## config.mk

```make
export PLATFORM = sky130hd
export DESIGN_NAME = pir_rate_gen
export DESIGN_NICKNAME = d
export VERILOG_FILES = /design/src/rtl/pir_pkg.sv /design/src/rtl/pir_rate_decode.sv /design/src/rtl/pir_prescaler.sv /design/src/rtl/pir_tick_gen.sv /design/src/rtl/pir_rate_gen.sv
export SDC_FILE = /design/constraint.sdc
export NUM_CORES = 1
export LEC_CHECK = 0
export BUFFER_PORTS_ARGS = -buffer_cell sky130_fd_sc_hd__buf_2
export CELL_PAD_IN_SITES_DETAIL_PLACEMENT = 0
export CELL_PAD_IN_SITES_GLOBAL_PLACEMENT = 1
export CORE_MARGIN = 3
export CORE_UTILIZATION = 35
export CTS_CLUSTER_SIZE = 10
export DETAILED_ROUTE_END_ITERATION = 10
export GPL_TIMING_DRIVEN = 0
export PLACE_DENSITY_LB_ADDON = 0.1
export SETUP_SLACK_MARGIN = 0.02
export SYNTH_ARGS = -nofsm -noshare
export SYNTH_HDL_FRONTEND = slang
export SYNTH_HIERARCHICAL = 1
export SYNTH_SLANG_ARGS = --single-unit
```

## constraint.sdc

```tcl
create_clock -name clk_i -period 2.4 [get_ports clk_i]
set_input_delay 0.36 -clock clk_i [delete_from_list [all_inputs] [get_ports clk_i]]
set_output_delay 0.36 -clock clk_i [all_outputs]
set_load 0.01 [all_outputs]
```

## src/rtl/pir_pkg.sv

```systemverilog
package pir_pkg;
   // Default widths of the rate generator.
   localparam int unsigned PIR_RATE_W = 4;
   localparam int unsigned PIR_PRE_W  = 15;

   // Period exponent for a (non-zero) rate code, with aliasing of low codes.
   function automatic int unsigned pir_shift(input int unsigned code,
                                             input int unsigned alias_max,
                                             input int unsigned alias_add);
      int unsigned eff;
      eff = (code != 0 && code <= alias_max) ? code + alias_add : code;
      return (eff == 0) ? 0 : eff - 1;
   endfunction
endpackage

```

## src/rtl/pir_rate_decode.sv

```systemverilog
module pir_rate_decode
   import pir_pkg::*;
#(
   parameter int unsigned RATE_W    = PIR_RATE_W,
   parameter int unsigned PRE_W     = PIR_PRE_W,
   parameter int unsigned ALIAS_MAX = 2,
   parameter int unsigned ALIAS_ADD = 7
) (
   input  logic [RATE_W-1:0] code_i,
   output logic              valid_o,
   output logic [PRE_W-1:0]  mask_o
);
   localparam int unsigned NCODE = 1 << RATE_W;

   logic [NCODE-1:0] code_hit;
   logic [PRE_W-1:0] code_mask [NCODE];

   // One mask per code, computed at elaboration; selected by a one-hot hit.
   for (genvar c = 0; c < NCODE; c++) begin : g_code
      localparam int unsigned SH = pir_shift(c, ALIAS_MAX, ALIAS_ADD);
      assign code_hit[c] = (code_i == RATE_W'(c));
      for (genvar b = 0; b < PRE_W; b++) begin : g_bit
         assign code_mask[c][b] = (b < SH);
      end
   end

   always_comb begin
      mask_o = '0;
      for (int c = 0; c < NCODE; c++) begin
         if (code_hit[c]) mask_o = code_mask[c];
      end
   end

   assign valid_o = (code_i != '0);
endmodule

```

## src/rtl/pir_prescaler.sv

```systemverilog
module pir_prescaler #(
   parameter int unsigned PRE_W = 15
) (
   input  logic             clk_i,
   input  logic             rst_ni,
   input  logic             base_en_i,
   input  logic             hold_i,
   output logic             step_o,
   output logic [PRE_W-1:0] next_o
);
   logic [PRE_W-1:0] cnt_q;

   assign step_o = base_en_i && !hold_i;
   assign next_o = cnt_q + PRE_W'(1);

   always_ff @(posedge clk_i) begin
      if (!rst_ni || hold_i) begin
         cnt_q <= '0;
      end else if (base_en_i) begin
         cnt_q <= next_o;
      end
   end
endmodule

```

## src/rtl/pir_tick_gen.sv

```systemverilog
module pir_tick_gen #(
   parameter int unsigned PRE_W   = 15,
   parameter bit          OUT_REG = 1'b1
) (
   input  logic             clk_i,
   input  logic             rst_ni,
   input  logic             step_i,
   input  logic             run_i,
   input  logic             pie_i,
   input  logic [PRE_W-1:0] next_i,
   input  logic [PRE_W-1:0] mask_i,
   output logic             tick_o,
   output logic             irq_o
);
   logic on_edge;
   assign on_edge = step_i && run_i && ((next_i & mask_i) == '0);

   if (OUT_REG) begin : g_reg
      logic tick_q, irq_q;
      always_ff @(posedge clk_i) begin
         if (!rst_ni) begin
            tick_q <= 1'b0;
            irq_q  <= 1'b0;
         end else begin
            tick_q <= on_edge;
            irq_q  <= on_edge && pie_i;
         end
      end
      assign tick_o = tick_q;
      assign irq_o  = irq_q;
   end else begin : g_comb
      assign tick_o = on_edge;
      assign irq_o  = on_edge && pie_i;
   end
endmodule

```

## src/rtl/pir_rate_gen.sv

```systemverilog
module pir_rate_gen
   import pir_pkg::*;
#(
   parameter int unsigned RATE_W    = PIR_RATE_W,
   parameter int unsigned PRE_W     = PIR_PRE_W,
   parameter int unsigned ALIAS_MAX = 2,
   parameter int unsigned ALIAS_ADD = 7
) (
   input  logic              clk_i,
   input  logic              rst_ni,
   input  logic              base_en_i,
   input  logic [RATE_W-1:0] rate_code_i,
   input  logic              pie_i,
   input  logic              div_hold_i,
   output logic              tick_o,
   output logic              irq_o
);
   localparam int unsigned MAX_SHIFT = (1 << RATE_W) - 2;

   if (PRE_W <= MAX_SHIFT) begin : g_bad_pre
      $error("PRE_W must exceed the largest period exponent");
   end
   if (ALIAS_MAX + ALIAS_ADD >= (1 << RATE_W)) begin : g_bad_alias
      $error("aliased codes must stay inside the code range");
   end

   logic             code_ok, step;
   logic [PRE_W-1:0] mask, cnt_next;

   pir_rate_decode #(
      .RATE_W(RATE_W), .PRE_W(PRE_W),
      .ALIAS_MAX(ALIAS_MAX), .ALIAS_ADD(ALIAS_ADD)
   ) i_dec (
      .code_i (rate_code_i),
      .valid_o(code_ok),
      .mask_o (mask)
   );

   pir_prescaler #(.PRE_W(PRE_W)) i_pre (
      .clk_i    (clk_i),
      .rst_ni   (rst_ni),
      .base_en_i(base_en_i),
      .hold_i   (div_hold_i),
      .step_o   (step),
      .next_o   (cnt_next)
   );

   pir_tick_gen #(.PRE_W(PRE_W), .OUT_REG(1'b1)) i_tick (
      .clk_i (clk_i),
      .rst_ni(rst_ni),
      .step_i(step),
      .run_i (code_ok && pie_i),
      .pie_i (pie_i),
      .next_i(cnt_next),
      .mask_i(mask),
      .tick_o(tick_o),
      .irq_o (irq_o)
   );
endmodule

```

==> results of run 1 <==
-- metrics by stage --
step,worst slack [ns],util (%),hold slack [ns],total power [mW]
finish,0.317,42.3,0.314,0.495
global route,0.0634,42.3,0.323,0.522
CTS,0.316,42.3,0.309,0.502
detailed placement,0.342,41.4,0.494,0.351
global placement,0.338,41.4,0.480,0.351
floorplan,0.640,-,0.470,0.335
-- final cells by class --
cell class | count | area, um^2 | share of cell area, %
plain buffers | 13 | 101 | 7.49
clock buffers | 4 | 26.3 | 1.94
flip-flops and latches | 17 | 340 | 25.1
multi-input cells | 124 | 781 | 57.7
inverters | 4 | 15.0 | 1.11
repair buffers | 7 | 35.0 | 2.59
well taps | 44 | 55.1 | 4.07
-- final timing paths --
kind              startpoint         endpoint  cells after the start
min reg2reg  i_pre/cnt_q[14]  i_pre/cnt_q[14]                      2
min                    pie_i     i_tick/irq_o                      3
max reg2reg   i_pre/cnt_q[0]     i_tick/irq_o                      9
max           i_pre/cnt_q[0]     i_tick/irq_o                      9
-- placed cells by master, fill, tap and decap left out, types with 2 or more instances in the layout --
cell type	instances
nor2_1	23
dfxtp_1	17
xor2_1	16
nand2_1	13
nand3_1	13
xnor2_1	11
buf_2	10
nand4_1	7
a22oi_1	6
buf_6	5
inv_1	4
nor3_1	4
clkbuf_4	3
and3_1	3
o21bai_1	3
a21oi_1	3
buf_4	3
clkbuf_1	2
and4_1	2
-- layer usage --
metal,vias up,wire length (um),track usage [%]
met1,471,1320,18.6
met5,-,0,0
li1,568,-,-
met3,2,105,2.74
met2,21,1230,22.5
met4,0,12,3.11
-- where the power goes --
part	internal [mW]	leakage, nW	switching [mW]
combinational	0.0260	0.376	0.0332
clock	0.0645	0.0150	0.0857
sequential	0.283	0.137	0.00244
total	0.374	0.528	0.121
-- sequential cells by signal (all words and copies together), names as in the netlist --
name           flops
i_tick/irq_o       1
i_pre/cnt_q       15
i_tick/tick_o      1
-- worst reg2reg max path, delay by kind of cell, from the launching register on --
family,cells,cell delay [ns]
AOI/OAI and AO/OA,1,0.18
buffers and inverters,1,0.19
and+or+nand+nor,5,0.76
xor gates and xnor gates,1,0.08
DFF,1,0.48
adders and majority gates,1,0.30
-- cells by family (layout without fill, tap and decap cells) --
kind of cell / Yosys count / in the layout / synth area share, %
AND/OR/NAND/NOR: 75 / 75 / 30.4
XOR/XNOR: 27 / 27 / 19.1
AO/OA/AOI/OAI: 18 / 18 / 10.5
flip-flops: 17 / 17 / 27.5
buffers and inverters: 17 / 28 / 9.40
multiplexers: 2 / 2 / 1.72
adder cells (fa/ha/maj): 1 / 1 / 1.01
other: 1 / 1 / 0.303
==> metrics.md, run 1 <==
| Metric | Value |
|---|---|
| Total overflow reported by the global router | `0` |
| Leakage component of the power | `~0.53 nW` |
| Synthesized instance count | `around 160` |
| Yosys warnings | `6` |
| Placed cell count | `between 200 and 250` |
| TritonCTS clock tree | `yes` |
| Aggregate negative setup slack | `0 ns` |
| Finished Layout Cells | `213` |
| Nature of the critical path endpoint | `register` |
| Final min period | `between 2 and 2.5 ns` |
| Maximum number of pins on one net before global-route repair | `11` |
| Final Routed Wirelength | `2.67 mm` |
| IR drop worst, VDD | `~0.00032 V` |
| Die outline height | `between 60 and 70 um` |
| Power density over the cells | `around 370 nW/um^2` |
| WP data required | `2.61 ns` |
| Share of final-layout standard cells stronger than drive strength 1 | `15.4%` |
| Leading area contributor after synthesis | `dfxtp_1` |
| Setup repair bufs after CTS | `0` |
| Fin. Hold Viols | `0` |
| Number of antenna violations at the first check in global routing | `0` |
| Number of H-tree levels | `1` |
| Number of nets at the end of the flow | `180` |
| Fill cell total of the finished layout | `approximately 370` |
| Final cell area excluding filler cells | `~1400 um^2` |
| Clock transition time at the flip-flop clock pins of the worst setup and hold paths | `approximately 0.09 ns` |
| Portion of the post-synthesis area used by sequential elements | `between 20 and 30%` |
| Number of primary I/O pins | `11` |
| Critical Path Fanout Max | `8` |
| Most instantiated cells after synthesis | `nor2_1 (23), dfxtp_1 (17), xor2_1 (16), nand2_1 (13), nand3_1 (13)` |
| Result of the run | `finished clean` |
| Number of enable flip-flop cells after synthesis | `0` |
| Crit path largest cell delay | `about 0.48 ns` |
| Synthesized Nets | `168` |
| Count of buffers from port buffering | `7` |
| Yosys reg bits | `17` |
| Number of maximum-capacitance violations | `0` |
| Dpl hpwl | `around 2.1 mm` |
| Die footprint | `roughly 4300 um^2` |
| Flop2flop setup slack | `roughly 0.32 ns` |
| Initial Utilization | `about two fifths` |
| Critical path buffer and inverter count | `1` |
| Row cnt | `20` |
| Crit-path leading delay family | `simple AND/OR/NAND/NOR gates` |
| Final clock period utilization by the worst path | `around 87%` |
| Crit path DAT | `about 2.3 ns` |
| Number of unique standard cell types used by synthesis | `39` |
| Global routing usage summed across all routing layers | `between 10 and 15%` |
| Critical-path top delay cell | `dfxtp_1` |
| Setup repair after global routing missed its margin | `false` |
| Path category of the worst min-delay check | `input port to register` |
| Area of the mapped netlist | `around 1200 um^2` |
| Final slew viol count | `0` |
| Source-to-sink clock delay at the later pin of the worst-skew pair | `about 0.28 ns` |
| Prevailing post-synth register cell | `dfxtp_1` |
| Maximum buffer depth of the clock tree | `2` |
| Sequence of cells on the critical path | `ha_1 -> and4_1 -> buf_2 -> nand2_1 -> nor2_1 -> xor2_1 -> a22oi_1 -> nand4_1 -> nor4_2` |
| Final setup violation count | `0` |
| Iteration-0 DRC count of the detailed router | `36` |
| Critical path class | `register to register` |
| Top-count cell post-synth | `nor2_1` |
| Vias per cell | `between 4 and 5` |
| Final clock skew | `roughly 0.0024 ns` |
| Vias in the first global route | `between 1000 and 1500` |
| Vias after detailed routing | `roughly 1100` |
| CTS root buffer | `clkbuf_4` |
| Floorplan core area | `roughly 3200 um^2` |
| Cell types occupying the most area after synthesis | `dfxtp_1 (28%), xor2_1 (11%), xnor2_1 (7.8%)` |
| Hold buffers post-CTS | `0` |
| Post-place instance area | `1330 um^2` |
| Die width | `between 60 and 70 um` |
| Routed length per instance | `roughly 13 um` |
| CTS Buf Count | `3` |
| DR pass1 iterations | `4` |
| Avg Inst Size Synth | `7.83 um^2` |
| Number of diodes added for antenna fixing | `0` |
| Final RePlAce weighted congestion | `0.840` |
| Wire length of the first global-routing pass | `approximately 4.6 mm` |
| Nature of the critical path startpoint | `register` |
| Sink count of the clock tree | `17` |
| Resize count post-CTS | `0` |
| Fmax | `around 480 MHz` |
| Proportion of netlist area held by the largest area contributor | `between 20 and 30%` |
| Async set-or-reset flop fraction in the synthesized netlist | `0%` |
| DRC viols | `0` |
| DRT antenna net count | `0` |
| Area overhead of the layout relative to synthesis | `9.40%` |
Power figures use the tool's default switching activity.
==> run 2, diff against run 1 <==
--- a/config.mk
+++ b/config.mk
@@ -8,7 +8,7 @@
 export BUFFER_PORTS_ARGS = -buffer_cell sky130_fd_sc_hd__buf_2
 export CELL_PAD_IN_SITES_DETAIL_PLACEMENT = 0
 export CELL_PAD_IN_SITES_GLOBAL_PLACEMENT = 1
-export CORE_MARGIN = 3
+export CORE_MARGIN = 2
 export CORE_UTILIZATION = 35
 export CTS_CLUSTER_SIZE = 10
 export DETAILED_ROUTE_END_ITERATION = 10
==> constraint.sdc (replaced) <==
create_clock -name clk_i -period 2.4 [get_ports clk_i]
set_input_delay 0.48 -clock clk_i [delete_from_list [all_inputs] [get_ports clk_i]]
set_output_delay 0.48 -clock clk_i [all_outputs]
set_load 0.01 [all_outputs]
==> metrics.md, run 2 (synthesis results as in run 1) <==
| Metric | Value |
|---|---|
| Most frequent standard cell in the layout excluding fill and tap cells | `nor2_1` |
| Number of nets at the end of the flow | `180 (unchanged)` |
| Post-route worst setup slack | `0.337 ns (+0.0195 ns)` |
| Largest register by flop count | `i_pre/cnt_q` |
| Final RePlAce weighted congestion | `0.839 (-0.19%)` |
| IR drop worst, VDD | `0.000302 V (-5.5%)` |
| Worst setup path endpoint | `i_tick/tick_o` |
| Maximum buffer depth of the clock tree | `2 (unchanged)` |
| Setup repair after global routing missed its margin | `false` |
| Source-to-sink clock delay at the later pin of the worst-skew pair | `0.30 ns (+0.02 ns)` |
| GRT met2 Usage | `23.2% (+0.65 points)` |
| Dpl hpwl | `2.08 mm (-0.57%)` |
| Die footprint | `4030 um^2 (-6.0%)` |
| Share of final-layout standard cells stronger than drive strength 1 | `15.4% (unchanged)` |
| Aggregate negative setup slack | `0 ns (unchanged)` |
| Wire length of the first global-routing pass | `4.60 mm (-0.88%)` |
| Fmax | `485 MHz (+0.95%)` |
| Number of primary I/O pins | `11 (unchanged)` |
| Final clock skew | `0.00908 ns (+0.00666 ns)` |
| Flop2flop setup slack | `0.34 ns (+0.02 ns)` |
| Power density over the cells | `372 nW/um^2 (+1.6%)` |
| DRC viols | `0 (unchanged)` |
| Number of diodes added for antenna fixing | `0 (unchanged)` |
| Nature of the critical path startpoint | `register` |
| Layer with the highest usage after global routing | `met2` |
| Critical path class | `register to register` |
| Most frequent cells in the layout | `nor2_1 (23), dfxtp_1 (17), xor2_1 (16)` |
| Final slew viol count | `0 (unchanged)` |
| Number of maximum-capacitance violations | `0 (unchanged)` |
| Number of H-tree levels | `1 (unchanged)` |
| Fin. Hold Viols | `0 (unchanged)` |
| Final clock period utilization by the worst path | `86.0% (-0.81 points)` |
| Global routing usage summed across all routing layers | `14.5% (+0.72 points)` |
| Critical path buffer and inverter count | `1 (unchanged)` |
| Critical-path top delay cell | `dfxtp_1` |
| Grt met1 use | `18.5% (-0.089 points)` |
| Path category of the worst min-delay check | `input port to register` |
| Resize count post-CTS | `0 (unchanged)` |
| Number of antenna violations at the first check in global routing | `0 (unchanged)` |
| Final Routed Wirelength | `2.67 mm (about the same)` |
| WP data required | `2.63 ns (+0.02 ns)` |
| Final min period | `2.06 ns (-0.0195 ns)` |
| Vias after detailed routing | `1067 (+0.47%)` |
| CTS Buf Count | `3 (unchanged)` |
| Overall Power | `0.504 mW (+1.8%)` |
| Sequence of cells on the critical path | `ha_1 -> and4_1 -> buf_2 -> nand2_1 -> nor2_1 -> xor2_1 -> a22oi_1 -> nand4_1 -> nor3_1` |
| Vias in the first global route | `1016 (+0.89%)` |
| Critical Path Fanout Max | `8 (unchanged)` |
| Area overhead of the layout relative to synthesis | `9.61%` |
| Flip-flop count of the largest register, all copies and words added | `15 (unchanged)` |
| Destination of the worst register-to-register timing path | `i_tick/tick_o` |
| Met3 track utilization from global routing | `2.32% (-0.41 points)` |
| Leakage component of the power | `0.528 nW (unchanged)` |
| Initial Utilization | `36.8% (-1.8 points)` |
| Final core utilization | `40.3% (-1.9 points)` |
| Crit path DAT | `2.30 ns (about the same)` |
| Hold buffers post-CTS | `0 (unchanged)` |
| Pre-CTS setup slack | `0.334 ns (-0.00786 ns)` |
| Nature of the critical path endpoint | `register` |
| Hold slack | `0.403 ns (+0.0891 ns)` |
| Sink count of the clock tree | `17 (unchanged)` |
| Vias per cell | `4.96 (-0.46%)` |
| Crit path largest cell delay | `0.47 ns (about the same)` |
| Iteration-0 DRC count of the detailed router | `47 (+31%)` |
| Crit Reg-Reg Startpoint | `i_pre/cnt_q[0]` |
| Count of buffers from port buffering | `7 (unchanged)` |
| Launching instance or port of the critical path | `i_pre/cnt_q[0]` |
| CP Depth | `9 (unchanged)` |
| Maximum number of pins on one net before global-route repair | `11 (unchanged)` |
| Final setup violation count | `0 (unchanged)` |
| TritonCTS clock tree | `yes` |
| DRT antenna net count | `0 (unchanged)` |
| Path depth of the worst reg2reg path | `9 (unchanged)` |
| Die outline height | `63.5 um (-3.1%)` |
| Floorplan core area | `3360 um^2 (+5.0%)` |
| DR pass1 iterations | `4 (unchanged)` |
| Die width | `63.5 um (-3.1%)` |
| Clock transition time at the flip-flop clock pins of the worst setup and hold paths | `0.10 ns (about the same)` |
| Routed length per instance | `12.4 um (-0.86%)` |
| Result of the run | `finished clean` |
| Crit-path leading delay family | `simple AND/OR/NAND/NOR gates` |
| Row cnt | `21 (+5.0%)` |
| Total overflow reported by the global router | `0 (unchanged)` |
| CTS root buffer | `clkbuf_4` |
| Setup repair bufs after CTS | `0 (unchanged)` |
[run 2: cell counts in the layout (fill, tap and decap cells not counted)]
Identical to the previous run, type by type.
[run 2: report_power, final]
group / internal [mW] / total [mW] / switching (mW) / leakage [nW]
clock network: 0.0649 / 0.160 / 0.0949 / 0.0150
registers: 0.283 / 0.286 / 0.00219 / 0.137
logic: 0.0260 / 0.0589 / 0.0329 / 0.376
[run 2: worst min-delay path by stage]
stage | from | to | slack (ns) | depth (start not counted)
floorplan | i_pre/cnt_q[14] | i_pre/cnt_q[14] | 0.47 | 2
global placement | i_pre/cnt_q[14] | i_pre/cnt_q[14] | 0.48 | 2
detailed placement | i_pre/cnt_q[14] | i_pre/cnt_q[14] | 0.49 | 2
CTS | pie_i | i_tick/irq_o | 0.39 | 3
global route | pie_i | i_tick/irq_o | 0.43 | 3
finish | pie_i | i_tick/irq_o | 0.40 | 3
[run 2: routing by layer]
layer / wire length [um] / share of wire [%] / up-vias
li1: - / - / 562
met4: 65 / 2.4 / 0
met1: 1280 / 48 / 478
met3: 112 / 4.2 / 7
met2: 1210 / 45 / 20
met5: 0 / 0 / -
[run 2: through the flow]
stage	area (um^2)	std cells
floorplan	1240	158
global placement	1330	211
detailed placement	1330	211
CTS	1360	215
global route	1360	215
finish	1360	215
[run 2: cell type report]
class                   count  area (um^2)
inverters                   4         15.0
repair buffers              7         35.0
well taps                  46         57.6
clock buffers               4         26.3
flip-flops and latches     17          340
plain buffers              13          101
multi-input cells         124          781
fillers                   389         2010
[run 2: worst register-to-register path, stage by stage (launching register included)]
cell and delay [ns]:
dfxtp_1 0.47, ha_1 0.29, and4_1 0.21, buf_2 0.19, nand2_1 0.10, nor2_1 0.13, xor2_1 0.08, a22oi_1 0.19
nand4_1 0.16, nor3_1 0.16
==> run 3, diff against run 2 <==
--- a/config.mk
+++ b/config.mk
@@ -6,6 +6,7 @@
 export NUM_CORES = 1
 export LEC_CHECK = 0
 export BUFFER_PORTS_ARGS = -buffer_cell sky130_fd_sc_hd__buf_2
+export CAP_MARGIN = 25
 export CELL_PAD_IN_SITES_DETAIL_PLACEMENT = 0
 export CELL_PAD_IN_SITES_GLOBAL_PLACEMENT = 1
 export CORE_MARGIN = 2
@@ -14,8 +15,8 @@
 export DETAILED_ROUTE_END_ITERATION = 10
 export GPL_TIMING_DRIVEN = 0
 export PLACE_DENSITY_LB_ADDON = 0.1
+export REMOVE_ABC_BUFFERS = 1
 export SETUP_SLACK_MARGIN = 0.02
 export SYNTH_ARGS = -nofsm -noshare
 export SYNTH_HDL_FRONTEND = slang
-export SYNTH_HIERARCHICAL = 1
 export SYNTH_SLANG_ARGS = --single-unit
==> metrics.md, run 3 <==
| Metric | Value |
|---|---|
| Floorplan core area | `3050 um^2 (-9.2%)` |
| Number of maximum-capacitance violations | `0 (unchanged)` |
| Most frequent cells in the layout | `nor2_1 (18), dfxtp_1 (16), xnor2_1 (10), buf_2 (10), o21ai_0 (9)` |
| Clock share of power | `37.9% (+6.2 points)` |
| Leakage component of the power | `0.408 nW (-23%)` |
| Met2 routed wirelength | `1.11 mm (-8.7%)` |
| Portion of the post-synthesis area used by sequential elements | `28.4% (+0.94 points)` |
| CTS Buf Count | `3 (unchanged)` |
| Cell-internal power | `0.375 mW (+0.20%)` |
| Launching instance or port of the critical path | `i_pre.cnt_q[2]` |
| CTS root buffer | `clkbuf_4` |
| Top metal layer carrying routed signals | `met4` |
| Number of enable flip-flop cells after synthesis | `0 (unchanged)` |
| Final setup violation count | `0 (unchanged)` |
| Count of buffers from port buffering | `10 (+3)` |
| Overall Power | `0.499 mW (-1.1%)` |
| Met3 WL | `141 um (+26%)` |
| Die width | `60.7 um (-4.3%)` |
| Destination of the worst register-to-register timing path | `i_tick.tick_o` |
| Final slew viol count | `0 (unchanged)` |
| Prevailing post-synth register cell | `dfxtp_1` |
| Yosys reg bits | `16 (-1)` |
| Fin. Hold Viols | `0 (unchanged)` |
| Final min period | `2.07 ns (+0.00995 ns)` |
| Path category of the worst min-delay check | `input port to register` |
| Seq pwr share | `53.9% (-2.7 points)` |
| Final clock period utilization by the worst path | `86.4% (+0.41 points)` |
| Critical Path Fanout Max | `12 (+4)` |
| Source-to-sink clock delay at the later pin of the worst-skew pair | `0.30 ns (about the same)` |
| Largest register by flop count | `i_pre.cnt_q` |
| Initial Utilization | `36.9% (+0.092 points)` |
| Row cnt | `20 (-4.8%)` |
| Area of the mapped netlist | `1130 um^2 (-9.0%)` |
| Number of primary I/O pins | `11 (unchanged)` |
| Async set-or-reset flop fraction in the synthesized netlist | `0% (unchanged)` |
| Hold buffers post-CTS | `0 (unchanged)` |
| Worst-Margin Slew | `0.619 ns` |
| Remaining max-slew budget at the tightest pin | `about three fifths` |
| Top-count cell post-synth | `nor2_1` |
| Maximum number of pins on one net before global-route repair | `16 (+5)` |
| Aggregate negative setup slack | `0 ns (unchanged)` |
| Final Routed Wirelength | `2.60 mm (-2.5%)` |
| Vias in the first global route | `960 (-5.5%)` |
| Share of final-layout standard cells stronger than drive strength 1 | `13.6% (-1.8 points)` |
| Area overhead of the layout relative to synthesis | `7.33%` |
| Wire length of the first global-routing pass | `4.55 mm (-1.0%)` |
| DR pass1 iterations | `4 (unchanged)` |
| Path depth of the worst reg2reg path | `5 (-4)` |
| Die footprint | `3690 um^2 (-8.4%)` |
| Result of the run | `finished clean` |
| Crit Reg-Reg Startpoint | `i_pre.cnt_q[2]` |
| Total overflow reported by the global router | `0 (unchanged)` |
| Most frequent standard cell in the layout excluding fill and tap cells | `nor2_1` |
| Final RePlAce weighted congestion | `0.800 (-4.6%)` |
| Fmax | `482 MHz (-0.48%)` |
| Most instantiated cells after synthesis | `nor2_1 (18), dfxtp_1 (16), xnor2_1 (10), o21ai_0 (9)` |
| Flop2flop setup slack | `0.33 ns (about the same)` |
| Net switching component of the power | `0.124 mW (-4.8%)` |
| Leading area contributor after synthesis | `dfxtp_1` |
| Number of nets at the end of the flow | `158 (-12%)` |
| Number of unique standard cell types used by synthesis | `39 (unchanged)` |
| Logic pwr share | `8.1% (-3.6 points)` |
| IR drop worst, VDD | `0.000244 V (-19%)` |
| Number of antenna violations at the first check in global routing | `0 (unchanged)` |
| Sink count of the clock tree | `16 (-1)` |
| Cell types occupying the most area after synthesis | `dfxtp_1 (28%), xnor2_1 (7.8%), xor2_1 (6.2%)` |
| Global routing usage summed across all routing layers | `16.6% (+2.1 points)` |
| Metal-1 WL | `1.32 mm (+3.7%)` |
| DRC viols | `0 (unchanged)` |
| Dpl hpwl | `1.87 mm (-9.7%)` |
| Iteration-0 DRC count of the detailed router | `49 (+4.3%)` |
| Critical path class | `register to register` |
| TritonCTS clock tree | `yes` |
| Vias after detailed routing | `1004 (-5.9%)` |
| WP data required | `2.60 ns (-0.03 ns)` |
| Worst setup path endpoint | `i_tick.tick_o` |
| Vias per cell | `5.26 (+5.9%)` |
| Yosys warnings | `0 (-6)` |
| Maximum buffer depth of the clock tree | `2 (unchanged)` |
| Number of diodes added for antenna fixing | `0 (unchanged)` |
| Die outline height | `60.7 um (-4.3%)` |
| Nature of the critical path startpoint | `register` |
| Power density over the cells | `413 nW/um^2 (+11%)` |
| Nature of the critical path endpoint | `register` |
| Routed length per instance | `13.6 um (+9.7%)` |
| Crit path DAT | `2.28 ns (-0.02 ns)` |
| Number of H-tree levels | `1 (unchanged)` |
| Sw Ratio | `24.8% (-0.96 points)` |
| DRT antenna net count | `0 (unchanged)` |
| Setup repair after global routing missed its margin | `false` |
| Fill cell total of the finished layout | `347 (-11%)` |
| Flip-flop count of the largest register, all copies and words added | `14 (-1)` |
| Proportion of netlist area held by the largest area contributor | `28.4% (+0.94 points)` |
| Avg Inst Size Synth | `7.71 um^2 (-1.5%)` |
| Synthesized instance count | `146 (-7.6%)` |
| Setup repair bufs after CTS | `0 (unchanged)` |
| Final clock skew | `0.00335 ns (-0.00573 ns)` |
| Clock transition time at the flip-flop clock pins of the worst setup and hold paths | `0.11 ns (about the same)` |
-- run 3: power by group through the flow --
stage,registers [mW],logic (mW),clock network [mW]
after floorplan,0.274,0.0201,0
after global placement,0.275,0.0403,0
after detailed placement,0.275,0.0403,0
after CTS,0.269,0.0406,0.198
after global routing,0.269,0.0460,0.205
final,0.269,0.0406,0.189
-- run 3: repair_timing --
action | CTS | global route
endpoints found under the setup margin | 0 | 2
hold endpoints to repair | 0 | 0
gates resized for setup | 0 | 1
-- run 3: routing by layer --
layer | track usage, % | vias to the layer above
met5 | 0 | -
met1 | 24.0 | 457
li1 | - | 521
met3 | 4.90 | 4
met4 | 3.73 | 0
met2 | 24.4 | 22
-- run 3: logic make-up (layout without fill, tap and decap cells) --
logic type      count (synthesis)  in the layout  synth area share (%)
simple gates                   63             63                  29.8
compound gates                 30             30                  18.4
xor+xnor                       18             18                  14.0
flops                          16             16                  28.4
buf+inv                        16             17                  6.44
mux                             2              2                  1.78
fa+ha+maj                       1              1                  1.11
-- run 3: per-stage QoR --
stage | cell area (um^2) | worst slack [ns] | utilization [%] | instances | hold WS (ns)
6_report | 1210 | 0.327 | 39.6 | 191 | 0.543
5_1_grt | 1210 | 0.135 | 39.6 | 191 | 0.583
4_1_cts | 1210 | 0.249 | 39.5 | 191 | 0.540
3_5_place_dp | 1170 | 0.287 | 38.3 | 187 | 0.566
3_3_place_gp | 1170 | 0.286 | 38.3 | 187 | 0.541
2_1_floorplan | 1060 | 0.588 | - | 133 | 0.513
-- run 3: layout make-up --
class | count | area, um^2 | area share, %
Multi-Input combinational cell | 114 | 736 | 60.9
Timing Repair Buffer | 10 | 50.0 | 4.14
Inverter | 3 | 11.3 | 0.932
Sequential cell | 16 | 320 | 26.5
Tap cell | 44 | 55.1 | 4.55
Clock buffer | 4 | 36.3 | 3.00
-- run 3: how the worst min path moves through the flow --
| stage | startpoint | end | slack [ns] | cells after the start |
|---|---|---|---|---|
| 2_1_floorplan | i_pre.cnt_q[13] | i_pre.cnt_q[13] | 0.51 | 2 |
| 3_3_place_gp | i_pre.cnt_q[13] | i_pre.cnt_q[13] | 0.54 | 2 |
| 3_5_place_dp | i_pre.cnt_q[13] | i_pre.cnt_q[13] | 0.57 | 2 |
| 4_1_cts | base_en_i | i_pre.cnt_q[0] | 0.54 | 3 |
| 5_1_grt | base_en_i | i_pre.cnt_q[0] | 0.58 | 3 |
| 6_report | base_en_i | i_pre.cnt_q[0] | 0.54 | 3 |
-- run 3: critical path, cell delays in order (launching register included) --
cell	delay, ns
dfxtp_1	0.60
nand3_1	0.35
nor3_2	0.22
mux2i_1	0.10
a211o_1	0.35
a2111oi_2	0.36
